## config.mk

```make
export PLATFORM = sky130hd
export DESIGN_NAME = modeline_clamp
export DESIGN_NICKNAME = d
export VERILOG_FILES = /design/src/rtl/modeline_pkg.sv /design/src/rtl/mlc_ctrl.sv /design/src/rtl/mlc_axis.sv /design/src/rtl/mlc_datapath.sv /design/src/rtl/modeline_clamp.sv
export SDC_FILE = /design/constraint.sdc
export NUM_CORES = 1
export LEC_CHECK = 0
export ABC_AREA = 1
export CAP_MARGIN = 10
export CORE_MARGIN = 3
export CORE_UTILIZATION = 45
export DETAILED_ROUTE_END_ITERATION = 10
export HOLD_SLACK_MARGIN = 0.15
export PLACE_DENSITY = 0.8
export SKIP_CTS_REPAIR_TIMING = 1
export SLEW_MARGIN = 20
export SYNTH_ARGS = -nofsm -noshare
export SYNTH_HDL_FRONTEND = slang
export SYNTH_SLANG_ARGS = --single-unit
export TNS_END_PERCENT = 20
```

## constraint.sdc

```tcl
create_clock -name clk -period 8.2 [get_ports clk]
set_clock_uncertainty 0.15 [all_clocks]
set_input_delay 1.64 -clock clk [delete_from_list [all_inputs] [get_ports clk]]
set_output_delay 1.64 -clock clk [all_outputs]
set_load 0.03 [all_outputs]
```

## src/rtl/modeline_pkg.sv

```systemverilog
package modeline_pkg;

  // Rule groups, applied one per cycle in this order after the load.
  typedef enum logic [2:0] {
    STEP_NONE     = 3'd0,
    STEP_WIDTH    = 3'd1,
    STEP_RANGE    = 3'd2,
    STEP_TOT_UP   = 3'd3,
    STEP_TOT_DN   = 3'd4,
    STEP_SYNC_POS = 3'd5,
    STEP_SYNC_LEN = 3'd6
  } step_e;

  localparam int NUM_STEPS = 6;
  localparam int STEP_W    = $bits(step_e);

  // Strobes from control to datapath.
  typedef struct packed {
    logic  load;
    step_e step;
  } clampCtl_t;

endpackage

```

## src/rtl/mlc_ctrl.sv

```systemverilog
module mlc_ctrl
  import modeline_pkg::*;
(
  input  logic      clk,
  input  logic      rstN,
  input  logic      inValid,
  output logic      inReady,
  output logic      outValid,
  input  logic      outReady,
  output clampCtl_t ctl
);

  typedef enum logic [1:0] {ST_IDLE, ST_RUN, ST_DONE} state_e;

  state_e            state;
  logic [STEP_W-1:0] stepCnt;

  assign inReady  = (state == ST_IDLE);
  assign outValid = (state == ST_DONE);

  always_comb begin
    ctl.load = inValid && inReady;
    ctl.step = (state == ST_RUN) ? step_e'(stepCnt) : STEP_NONE;
  end

  always_ff @(posedge clk) begin
    if (!rstN) begin
      state   <= ST_IDLE;
      stepCnt <= '0;
    end else begin
      unique case (state)
        ST_IDLE: begin
          if (inValid) begin
            state   <= ST_RUN;
            stepCnt <= STEP_W'(1);
          end
        end
        ST_RUN: begin
          if (stepCnt == STEP_W'(NUM_STEPS)) begin
            state   <= ST_DONE;
            stepCnt <= '0;
          end else begin
            stepCnt <= stepCnt + STEP_W'(1);
          end
        end
        ST_DONE: begin
          if (outReady) state <= ST_IDLE;
        end
        default: state <= ST_IDLE;
      endcase
    end
  end

endmodule

```

## src/rtl/mlc_axis.sv

```systemverilog
module mlc_axis
  import modeline_pkg::*;
#(
  parameter int W            = 16,
  parameter int GB           = 3,     // granularity bits (rounding)
  parameter int FIELD_MAX    = 511,
  parameter int OFF_DE       = -2,
  parameter int OFF_SS       = -1,
  parameter int OFF_SE       = 0,
  parameter int OFF_TOT      = 5,
  parameter int DISP_MIN     = 640,
  parameter int DISP_MAX     = 2048,
  parameter int TOT_ROOM     = 80,
  parameter int BLANK_MAX    = 1016,
  parameter int SYNC_LEN_MAX = 248
) (
  input  logic          clk,
  input  logic          rstN,
  input  clampCtl_t     ctl,
  input  logic [W-1:0]  reqDe,
  input  logic [W-1:0]  reqSs,
  input  logic [W-1:0]  reqSe,
  input  logic [W-1:0]  reqTot,
  output logic [W-1:0]  de,
  output logic [W-1:0]  ss,
  output logic [W-1:0]  se,
  output logic [W-1:0]  tot
);

  typedef logic [W-1:0] val_t;

  localparam val_t GAP     = val_t'(1 << GB);
  localparam val_t KEEP    = ~val_t'((1 << GB) - 1);
  localparam val_t CAP_DE  = val_t'((FIELD_MAX + OFF_DE)  << GB);
  localparam val_t CAP_SS  = val_t'((FIELD_MAX + OFF_SS)  << GB);
  localparam val_t CAP_SE  = val_t'((FIELD_MAX + OFF_SE)  << GB);
  localparam val_t CAP_TOT = val_t'((FIELD_MAX + OFF_TOT) << GB);
  localparam val_t D_MIN   = val_t'(DISP_MIN);
  localparam val_t D_MAX   = val_t'(DISP_MAX);
  localparam val_t ROOM    = val_t'(TOT_ROOM);
  localparam val_t BLANK   = val_t'(BLANK_MAX);
  localparam val_t SLEN    = val_t'(SYNC_LEN_MAX);

  function automatic val_t satAdd(input val_t a, input val_t b);
    logic [W:0] s;
    s = {1'b0, a} + {1'b0, b};
    return s[W] ? '1 : s[W-1:0];
  endfunction

  function automatic val_t satSub(input val_t a, input val_t b);
    return (a > b) ? (a - b) : '0;
  endfunction

  function automatic val_t umin(input val_t a, input val_t b);
    return (a < b) ? a : b;
  endfunction

  function automatic val_t umax(input val_t a, input val_t b);
    return (a > b) ? a : b;
  endfunction

  val_t nDe, nSs, nSe, nTot;

  always_comb begin
    nDe  = de;
    nSs  = ss;
    nSe  = se;
    nTot = tot;
    case (ctl.step)
      STEP_WIDTH: begin
        nDe  = umin(de,  CAP_DE);
        nSs  = umin(ss,  CAP_SS);
        nSe  = umin(se,  CAP_SE);
        nTot = umin(tot, CAP_TOT);
      end
      STEP_RANGE:    nDe  = umin(umax(de, D_MIN), D_MAX);
      STEP_TOT_UP:   nTot = umax(tot, satAdd(de, ROOM));
      STEP_TOT_DN:   nTot = umin(tot, satAdd(de, BLANK));
      STEP_SYNC_POS: begin
        nSe = umin(se, satSub(tot, GAP));
        nSs = umax(ss, satAdd(de, GAP));
      end
      STEP_SYNC_LEN: nSe = umin(se, satAdd(ss, SLEN));
      default: ;
    endcase
  end

  always_ff @(posedge clk) begin
    if (!rstN) begin
      de  <= '0;
      ss  <= '0;
      se  <= '0;
      tot <= '0;
    end else if (ctl.load) begin
      de  <= reqDe  & KEEP;
      ss  <= reqSs  & KEEP;
      se  <= reqSe  & KEEP;
      tot <= reqTot & KEEP;
    end else begin
      de  <= nDe;
      ss  <= nSs;
      se  <= nSe;
      tot <= nTot;
    end
  end

endmodule

```

## src/rtl/mlc_datapath.sv

```systemverilog
module mlc_datapath
  import modeline_pkg::*;
#(
  parameter int VAL_W          = 16,
  parameter int H_GRAN_BITS    = 3,
  parameter int H_FIELD_MAX    = 511,
  parameter int V_FIELD_MAX    = 2047,
  parameter int H_DISP_MIN     = 640,
  parameter int H_DISP_MAX     = 2048,
  parameter int V_DISP_MIN     = 480,
  parameter int V_DISP_MAX     = 1536,
  parameter int H_TOT_ROOM     = 80,
  parameter int V_TOT_ROOM     = 3,
  parameter int H_BLANK_MAX    = 1016,
  parameter int V_BLANK_MAX    = 255,
  parameter int H_SYNC_LEN_MAX = 248,
  parameter int V_SYNC_LEN_MAX = 15
) (
  input  logic             clk,
  input  logic             rstN,
  input  clampCtl_t        ctl,
  input  logic [VAL_W-1:0] hReq [4],
  input  logic [VAL_W-1:0] vReq [4],
  output logic [VAL_W-1:0] hOut [4],
  output logic [VAL_W-1:0] vOut [4]
);

  // Index order of each group: display end, sync start, sync end, total.
  mlc_axis #(
    .W(VAL_W), .GB(H_GRAN_BITS), .FIELD_MAX(H_FIELD_MAX),
    .OFF_DE(-2), .OFF_SS(-1), .OFF_SE(0), .OFF_TOT(5),
    .DISP_MIN(H_DISP_MIN), .DISP_MAX(H_DISP_MAX), .TOT_ROOM(H_TOT_ROOM),
    .BLANK_MAX(H_BLANK_MAX), .SYNC_LEN_MAX(H_SYNC_LEN_MAX)
  ) uHoriz (
    .clk(clk), .rstN(rstN), .ctl(ctl),
    .reqDe(hReq[0]), .reqSs(hReq[1]), .reqSe(hReq[2]), .reqTot(hReq[3]),
    .de(hOut[0]), .ss(hOut[1]), .se(hOut[2]), .tot(hOut[3])
  );

  mlc_axis #(
    .W(VAL_W), .GB(0), .FIELD_MAX(V_FIELD_MAX),
    .OFF_DE(-2), .OFF_SS(-1), .OFF_SE(0), .OFF_TOT(2),
    .DISP_MIN(V_DISP_MIN), .DISP_MAX(V_DISP_MAX), .TOT_ROOM(V_TOT_ROOM),
    .BLANK_MAX(V_BLANK_MAX), .SYNC_LEN_MAX(V_SYNC_LEN_MAX)
  ) uVert (
    .clk(clk), .rstN(rstN), .ctl(ctl),
    .reqDe(vReq[0]), .reqSs(vReq[1]), .reqSe(vReq[2]), .reqTot(vReq[3]),
    .de(vOut[0]), .ss(vOut[1]), .se(vOut[2]), .tot(vOut[3])
  );

endmodule

```

## src/rtl/modeline_clamp.sv

```systemverilog
module modeline_clamp
  import modeline_pkg::*;
#(
  parameter int VAL_W          = 16,
  parameter int H_GRAN_BITS    = 3,
  parameter int H_FIELD_MAX    = 511,
  parameter int V_FIELD_MAX    = 2047,
  parameter int H_DISP_MIN     = 640,
  parameter int H_DISP_MAX     = 2048,
  parameter int V_DISP_MIN     = 480,
  parameter int V_DISP_MAX     = 1536,
  parameter int H_TOT_ROOM     = 80,
  parameter int V_TOT_ROOM     = 3,
  parameter int H_BLANK_MAX    = 1016,
  parameter int V_BLANK_MAX    = 255,
  parameter int H_SYNC_LEN_MAX = 248,
  parameter int V_SYNC_LEN_MAX = 15
) (
  input  logic             clk,
  input  logic             rstN,
  input  logic             inValid,
  output logic             inReady,
  input  logic [VAL_W-1:0] hDispEndIn,
  input  logic [VAL_W-1:0] hSyncStartIn,
  input  logic [VAL_W-1:0] hSyncEndIn,
  input  logic [VAL_W-1:0] hTotalIn,
  input  logic [VAL_W-1:0] vDispEndIn,
  input  logic [VAL_W-1:0] vSyncStartIn,
  input  logic [VAL_W-1:0] vSyncEndIn,
  input  logic [VAL_W-1:0] vTotalIn,
  output logic             outValid,
  input  logic             outReady,
  output logic [VAL_W-1:0] hDispEndOut,
  output logic [VAL_W-1:0] hSyncStartOut,
  output logic [VAL_W-1:0] hSyncEndOut,
  output logic [VAL_W-1:0] hTotalOut,
  output logic [VAL_W-1:0] vDispEndOut,
  output logic [VAL_W-1:0] vSyncStartOut,
  output logic [VAL_W-1:0] vSyncEndOut,
  output logic [VAL_W-1:0] vTotalOut
);

  clampCtl_t        ctl;
  logic [VAL_W-1:0] hReq [4];
  logic [VAL_W-1:0] vReq [4];
  logic [VAL_W-1:0] hOut [4];
  logic [VAL_W-1:0] vOut [4];

  assign hReq[0] = hDispEndIn;
  assign hReq[1] = hSyncStartIn;
  assign hReq[2] = hSyncEndIn;
  assign hReq[3] = hTotalIn;
  assign vReq[0] = vDispEndIn;
  assign vReq[1] = vSyncStartIn;
  assign vReq[2] = vSyncEndIn;
  assign vReq[3] = vTotalIn;

  assign hDispEndOut   = hOut[0];
  assign hSyncStartOut = hOut[1];
  assign hSyncEndOut   = hOut[2];
  assign hTotalOut     = hOut[3];
  assign vDispEndOut   = vOut[0];
  assign vSyncStartOut = vOut[1];
  assign vSyncEndOut   = vOut[2];
  assign vTotalOut     = vOut[3];

  mlc_ctrl uCtrl (
    .clk(clk), .rstN(rstN), .inValid(inValid), .inReady(inReady),
    .outValid(outValid), .outReady(outReady), .ctl(ctl)
  );

  mlc_datapath #(
    .VAL_W(VAL_W), .H_GRAN_BITS(H_GRAN_BITS), .H_FIELD_MAX(H_FIELD_MAX),
    .V_FIELD_MAX(V_FIELD_MAX), .H_DISP_MIN(H_DISP_MIN), .H_DISP_MAX(H_DISP_MAX),
    .V_DISP_MIN(V_DISP_MIN), .V_DISP_MAX(V_DISP_MAX), .H_TOT_ROOM(H_TOT_ROOM),
    .V_TOT_ROOM(V_TOT_ROOM), .H_BLANK_MAX(H_BLANK_MAX), .V_BLANK_MAX(V_BLANK_MAX),
    .H_SYNC_LEN_MAX(H_SYNC_LEN_MAX), .V_SYNC_LEN_MAX(V_SYNC_LEN_MAX)
  ) uData (
    .clk(clk), .rstN(rstN), .ctl(ctl),
    .hReq(hReq), .vReq(vReq), .hOut(hOut), .vOut(vOut)
  );

endmodule

```

==> results_dict.tcl, run 1 <==
set metrics [dict create \
    syn_area_per_cell_um2 6.23 \
    fin_tns_setup_ns 0 \
    cts_buffers 17 \
    stdcell_count 2829 \
    grt_pass1_wl_mm 81.1 \
    drv_slew 0 \
    cellPowerDensity_nw_per_um2 176 \
    globalRouteOverflowTotal 0 \
    synthesis.nets 2525 \
    num_vias 16320 \
    crit_path_start_kind "register" \
    ys_top_cells_by_area "dfxtp_1 (19%), ha_1 (15%), nand2_1 (13%)" \
    slowest_delay_ns 0.71 \
    crit_required_ns 8.33 \
    rsz0062_at_grt "no" \
    wl_mm 52.4 \
    slew_headroom_pct 20.6 \
    synth.most_common_cell "nand2_1" \
    layout.nets 2727 \
    multiInputGateArea_um2 9880 \
    p_total_uw 3030 \
    firstDrtPassIters 6 \
    die_area_um2 32900 \
    dp.cells 2797 \
    leakage_uw 0.00778 \
    cp.arrival_ns 4.78 \
    fp.dieW_um 181 \
    drc_errors 0 \
    status "finished, final reports clean" \
    grt_max_degree 58 \
    place_congestion 0.991 \
    seqCellArea_um2 2660 \
    finalHoldViolations 0 \
    netlist_area_um2 13900 \
    diodes 0 \
    critical_path_class "register to register" \
    endpoint_kind "register" \
    num_rows 63 \
    netlist_instances 2224 \
    cts_num_sinks 133 \
    insertion_delay_ns 0.43 \
    critical-path-top-delay-family "simple AND/OR/NAND/NOR gates" \
    ir_drop_uv 134 \
    routedWlPerCell_um 18.5 \
    fin_crit_sh_pct 56.7 \
    cp_num_buf_inv 4 \
    yosys_warnings 0 \
    cp_max_fo 25 \
    whs_ns 0.334 \
    io_pins 262 \
    max_freq_mhz 215 \
    viasPerCell 5.77 \
    async_flop_share_pct 0 \
    synth_common_cells "nand2_1 (493), nor2_1 (331), inv_1 (243), ha_1 (169), a21oi_1 (162)" \
    dpl.hpwl_mm 40.7 \
    crit_chain "nand2_1 -> inv_1 -> nand3_1 -> nor2_4 -> inv_1 -> nor2_1 -> inv_1 -> o21ai_0 -> a21oi_1 -> ha_1 -> nand2_1 -> nor3_1 -> nand2_1 -> o2111ai_1 -> nand3_1 -> nand2_1 -> inv_1 -> o21ai_0 -> a21oi_1" \
    setup_violations 0 \
    track_usage_pct 30.5 \
    drv_cap 0 \
    start_util_pct 46.1 \
    syn_to_final_growth_pct 24.1 \
    synth_cell_type_count 63 \
    grt_pass1_vias 15157 \
    core-area_um2 30000 \
    antenna_found_initial 1 \
    fillers 2937 \
    clkTransAtPathRegs_ns 0.07 \
    drt_iter0_markers 1776 \
    worstMarginPinSlew_ns 1.19 \
    drt.antenna.violating_nets 0 \
    die_h_um 181 \
    cp_slowest_cell "nor2_1" \
    h-tree-depth 4 \
    synth-seq-area-share_pct 19.2 \
    final_cell_area_um2 17200 \
    post_dp_cell_area_um2 16600 \
    cts_tree "built" \
    root_buffer "clkbuf_16" \
    yosys.area.top_type_share_pct 19.2 \
    fin_crit_ns 4.65 \
    final_layout_size_suffix_gt1_share_pct 5.82 \
    synth-main-ff-cell "dfxtp_1" \
    min_path_type "register to register" \
    ys_seq_elements 133 \
    synth_edf_count 0 \
    cts.path.max_buffers 2 \
    synth_top_cell_by_area "dfxtp_1" \
    portBuffers 249 \
]
==> cells in the final DEF (no fill, tap or decap), types with 3 or more instances in the layout <==
cell	synthesis	final
o21ai_0	111	111
or2_2	11	11
a221oi_1	9	9
clkbuf_8	0	4
o21a_1	3	3
a22oi_1	3	3
o211ai_1	3	3
nand2_1	493	492
clkbuf_16	0	17
nand2_4	5	5
nor2_2	36	37
buf_4	2	8
ha_1	169	169
nand3b_1	5	5
inv_1	243	243
nand2_2	9	10
nor2_1	331	330
nor4_1	11	11
o21bai_1	3	3
clkinvlp_4	0	4
nand3_2	6	6
a31oi_1	13	13
clkinv_1	3	3
nand3_1	93	93
o22ai_1	61	61
a2111oi_0	3	3
nor2_4	6	6
nand4_1	76	76
dfxtp_1	133	133
inv_2	16	16
a211oi_1	28	28
a21oi_1	162	162
clkdlybuf4s50_1	0	248
o221a_2	3	3
nor3_1	31	31
xor2_1	37	37
xnor2_1	3	3
bufinv_16	0	3
==> kinds of logic after synthesis <==
logic type      after synthesis  share of synthesized area (%)
fa+ha+maj                   169                           15.3
buf+inv                     336                           9.51
compound gates              427                           18.0
flops                       133                           19.2
xor+xnor                     40                           2.53
simple gates               1119                           35.5
==> per-layer routing <==
| layer | routed length (µm) | vias up | track usage (%) |
|---|---|---|---|
| met5 | 7 | - | 0 |
| met4 | 1540 | 2 | 10.2 |
| met3 | 4860 | 104 | 5.37 |
| met2 | 22500 | 825 | 46.8 |
| met1 | 23500 | 7495 | 43.1 |
| li1 | - | 7894 | - |
==> flip-flops by register name (all words and copies together) (netlist names) <==
register	flops
uData.uHoriz.de	16
uData.uVert.se	16
uData.uHoriz.tot	16
uCtrl.state	2
uData.uHoriz.se	16
uData.uVert.ss	16
uCtrl.stepCnt	3
uData.uVert.de	16
uData.uHoriz.ss	16
uData.uVert.tot	16
==> where the power goes <==
group          leakage [µW]  internal (µW)  switching [µW]
combinational       0.00639            507             808
sequential          0.00110            710             145
clock              0.000298            512             343
total               0.00778           1730            1300
==> area by class of cell <==
type / instances / area share [%]
Multi-Input combinational cell: 1755 / 57.5
Sequential cell: 133 / 15.5
Timing Repair Buffer: 257 / 14.8
Inverter: 262 / 5.72
Tap cell: 390 / 2.84
Clock buffer: 21 / 2.79
Clock inverter: 11 / 0.859
==> worst register-to-register path, delay by kind of cell, from the launching register on <==
kind	cells	cell delay, ns
adders and majority gates	1	0.32
and+or+nand+nor	9	2.02
AOI/OAI and AO/OA	5	0.66
DFF	1	0.50
buffers and inverters	4	0.84
==> worst paths after layout <==
kind / startpoint / endpoint / slack, ns / cells past startpoint
max: uData.uVert.de[13]$_SDFFE_PN0P_ / uData.uVert.ss[0]$_SDFFE_PN0P_ / 3.55 / 19
min reg2reg: uCtrl.stepCnt[1]$_SDFFE_PN0P_ / uCtrl.stepCnt[1]$_SDFFE_PN0P_ / 0.33 / 2
max reg2reg: uData.uVert.de[13]$_SDFFE_PN0P_ / uData.uVert.ss[0]$_SDFFE_PN0P_ / 3.55 / 19
min: uCtrl.stepCnt[1]$_SDFFE_PN0P_ / uCtrl.stepCnt[1]$_SDFFE_PN0P_ / 0.33 / 2
==> per-stage QoR <==
step | util [%] | setup WS [ns]
floorplan | - | 4.53
global placement | 55.2 | 3.49
detailed placement | 55.2 | 3.47
CTS | 57.2 | 3.72
global route | 57.2 | 3.18
finish | 57.2 | 3.55
Power figures use the tool's default switching activity.
==> inputs of run 2 (changes only) <==
Clock period 8.2 ns to 4.3 ns, I/O delays scaled along.
==> run 2 against run 1 <==
Against the previous run: register-to-register slack lost 3.2 ns; power grew 97%; non-clock buffer count grew 27; sequential cell count is the same; clock power grew 110%; critical path depth is the same; largest cell class unchanged.
==> results_dict.tcl, run 2 (synthesis gave the netlist of run 1 again) <==
set metrics [dict create \
    firstDrtPassIters 6 \
    leakage_uw 0.00796 \
    cp_num_buf_inv 5 \
    drv_slew 0 \
    crit_required_ns 4.44 \
    routedWlPerCell_um 18.5 \
    crit_path_start_kind "register" \
    slowest_delay_ns 0.48 \
    root_buffer "clkbuf_16" \
    portBuffers 249 \
    viasPerCell 5.75 \
    grt_pass1_vias 15139 \
    worstMarginPinSlew_ns 0.915 \
    track_usage_pct 30.7 \
    io_pins 262 \
    fin_crit_ns 3.97 \
    cts.path.max_buffers 2 \
    num_vias 16427 \
    num_rows 63 \
    cts_buffers 17 \
    cts_tree "built" \
    globalRouteOverflowTotal 0 \
    insertion_delay_ns 0.44 \
    cts_num_sinks 133 \
    p_total_uw 5970 \
    antenna_found_initial 0 \
    crit_chain "inv_1 -> nor3_1 -> inv_1 -> nor2_1 -> inv_1 -> nor2_1 -> inv_1 -> nor3_1 -> nor3_1 -> ha_1 -> nand3_1 -> nor3_1 -> nand2_1 -> o2111ai_1 -> nand3_1 -> nand2_1 -> inv_1 -> o21ai_0 -> a21oi_1" \
    die_area_um2 32900 \
    drt_iter0_markers 1780 \
    drv_cap 0 \
    core-area_um2 30000 \
    die_h_um 181 \
    finalHoldViolations 0 \
    layout_common_cells "nand2_1 (490), nor2_1 (329), clkdlybuf4s50_1 (248), inv_1 (243), ha_1 (169)" \
    start_util_pct 46.1 \
    status "finished, final reports clean" \
    rsz0062_at_grt "yes" \
    grt_pass1_wl_mm 81.8 \
    final_layout_size_suffix_gt1_share_pct 7.06 \
    place_congestion 0.994 \
    cp_max_fo 25 \
    cellPowerDensity_nw_per_um2 341 \
    setup_violations 0 \
    drt.antenna.violating_nets 0 \
    drc_errors 0 \
    fin_util_pct 58.2 \
    crit_top_cell "inv_1" \
    cp_slowest_cell "dfxtp_1" \
    syn_to_final_growth_pct 26.1 \
    endpoint_kind "register" \
    ir_drop_uv 286 \
    final_common_cell "nand2_1" \
    critical-path-top-delay-family "simple AND/OR/NAND/NOR gates" \
    layout.nets 2754 \
    wl_mm 52.9 \
    min_path_type "register to register" \
    fillers 2897 \
    dpl.hpwl_mm 41.6 \
    diodes 0 \
    max_freq_mhz 252 \
    cp.arrival_ns 4.11 \
    slew_headroom_pct 38.1 \
    grt_max_degree 50 \
    fp.dieW_um 181 \
    clkTransAtPathRegs_ns 0.07 \
    h-tree-depth 4 \
    fin_crit_sh_pct 92.3 \
    critical_path_class "register to register" \
]
[run 2: final cells by class]
class	instances	area (µm²)	share of cell area, %
clock buffer	18	439	2.51
clock inverter	13	254	1.45
inverter	262	983	5.63
multi-input combinational	1755	9900	56.6
sequential	133	2670	15.3
tap	390	488	2.79
timing repair buffer	284	2750	15.7
[run 2: worst reg2reg max path: stages (launching register included)]
cell       delay, ns
dfxtp_1         0.48
inv_1           0.21
nor3_1          0.35
inv_1           0.10
nor2_1          0.21
inv_1           0.09
nor2_1          0.13
inv_1           0.07
nor3_1          0.15
nor3_1          0.10
ha_1            0.32
nand3_1         0.10
nor3_1          0.25
nand2_1         0.09
o2111ai_1       0.11
nand3_1         0.10
nand2_1         0.10
inv_1           0.33
o21ai_0         0.33
a21oi_1         0.06
[run 2: path summary, 6_finish.rpt]
check | slack, ns | startpoint | end | depth (start not counted)
max reg2reg | 0.33 | uData.uVert.de[0]$_SDFFE_PN0P_ | uData.uVert.ss[0]$_SDFFE_PN0P_ | 19
max | 0.33 | uData.uVert.de[0]$_SDFFE_PN0P_ | uData.uVert.ss[0]$_SDFFE_PN0P_ | 19
min reg2reg | 0.33 | uCtrl.stepCnt[1]$_SDFFE_PN0P_ | uCtrl.stepCnt[1]$_SDFFE_PN0P_ | 2
min | 0.33 | uCtrl.stepCnt[1]$_SDFFE_PN0P_ | uCtrl.stepCnt[1]$_SDFFE_PN0P_ | 2
[run 2: metrics by stage]
stage,area [µm²],TNS (ns),worst slack [ns],std cells,hold slack [ns]
3_3_place_gp,16700,0,0.497,2821,0.312
6_report,17500,0,0.333,2855,0.332
2_1_floorplan,13900,0,0.632,2224,0.301
4_1_cts,17400,0,0.332,2852,0.333
3_5_place_dp,16700,0,0.384,2821,0.323
5_1_grt,17500,-0.0386,-0.0386,2855,0.351
[run 2: power breakdown]
| part | leakage, µW | switching, µW | internal [µW] |
|---|---|---|---|
| registers | 0.00110 | 259 | 1360 |
| logic | 0.00652 | 1580 | 984 |
| clock network | 0.000336 | 633 | 1160 |
| total | 0.00796 | 2470 | 3500 |
[run 2: per-layer routing]
layer,global-route usage (%),vias to the layer above,share of wire (%)
met5,0,-,0
met4,8.65,0,2.5
met3,5.11,94,9.7
met2,47.7,894,43
met1,43.9,7489,44
li1,-,7950,-
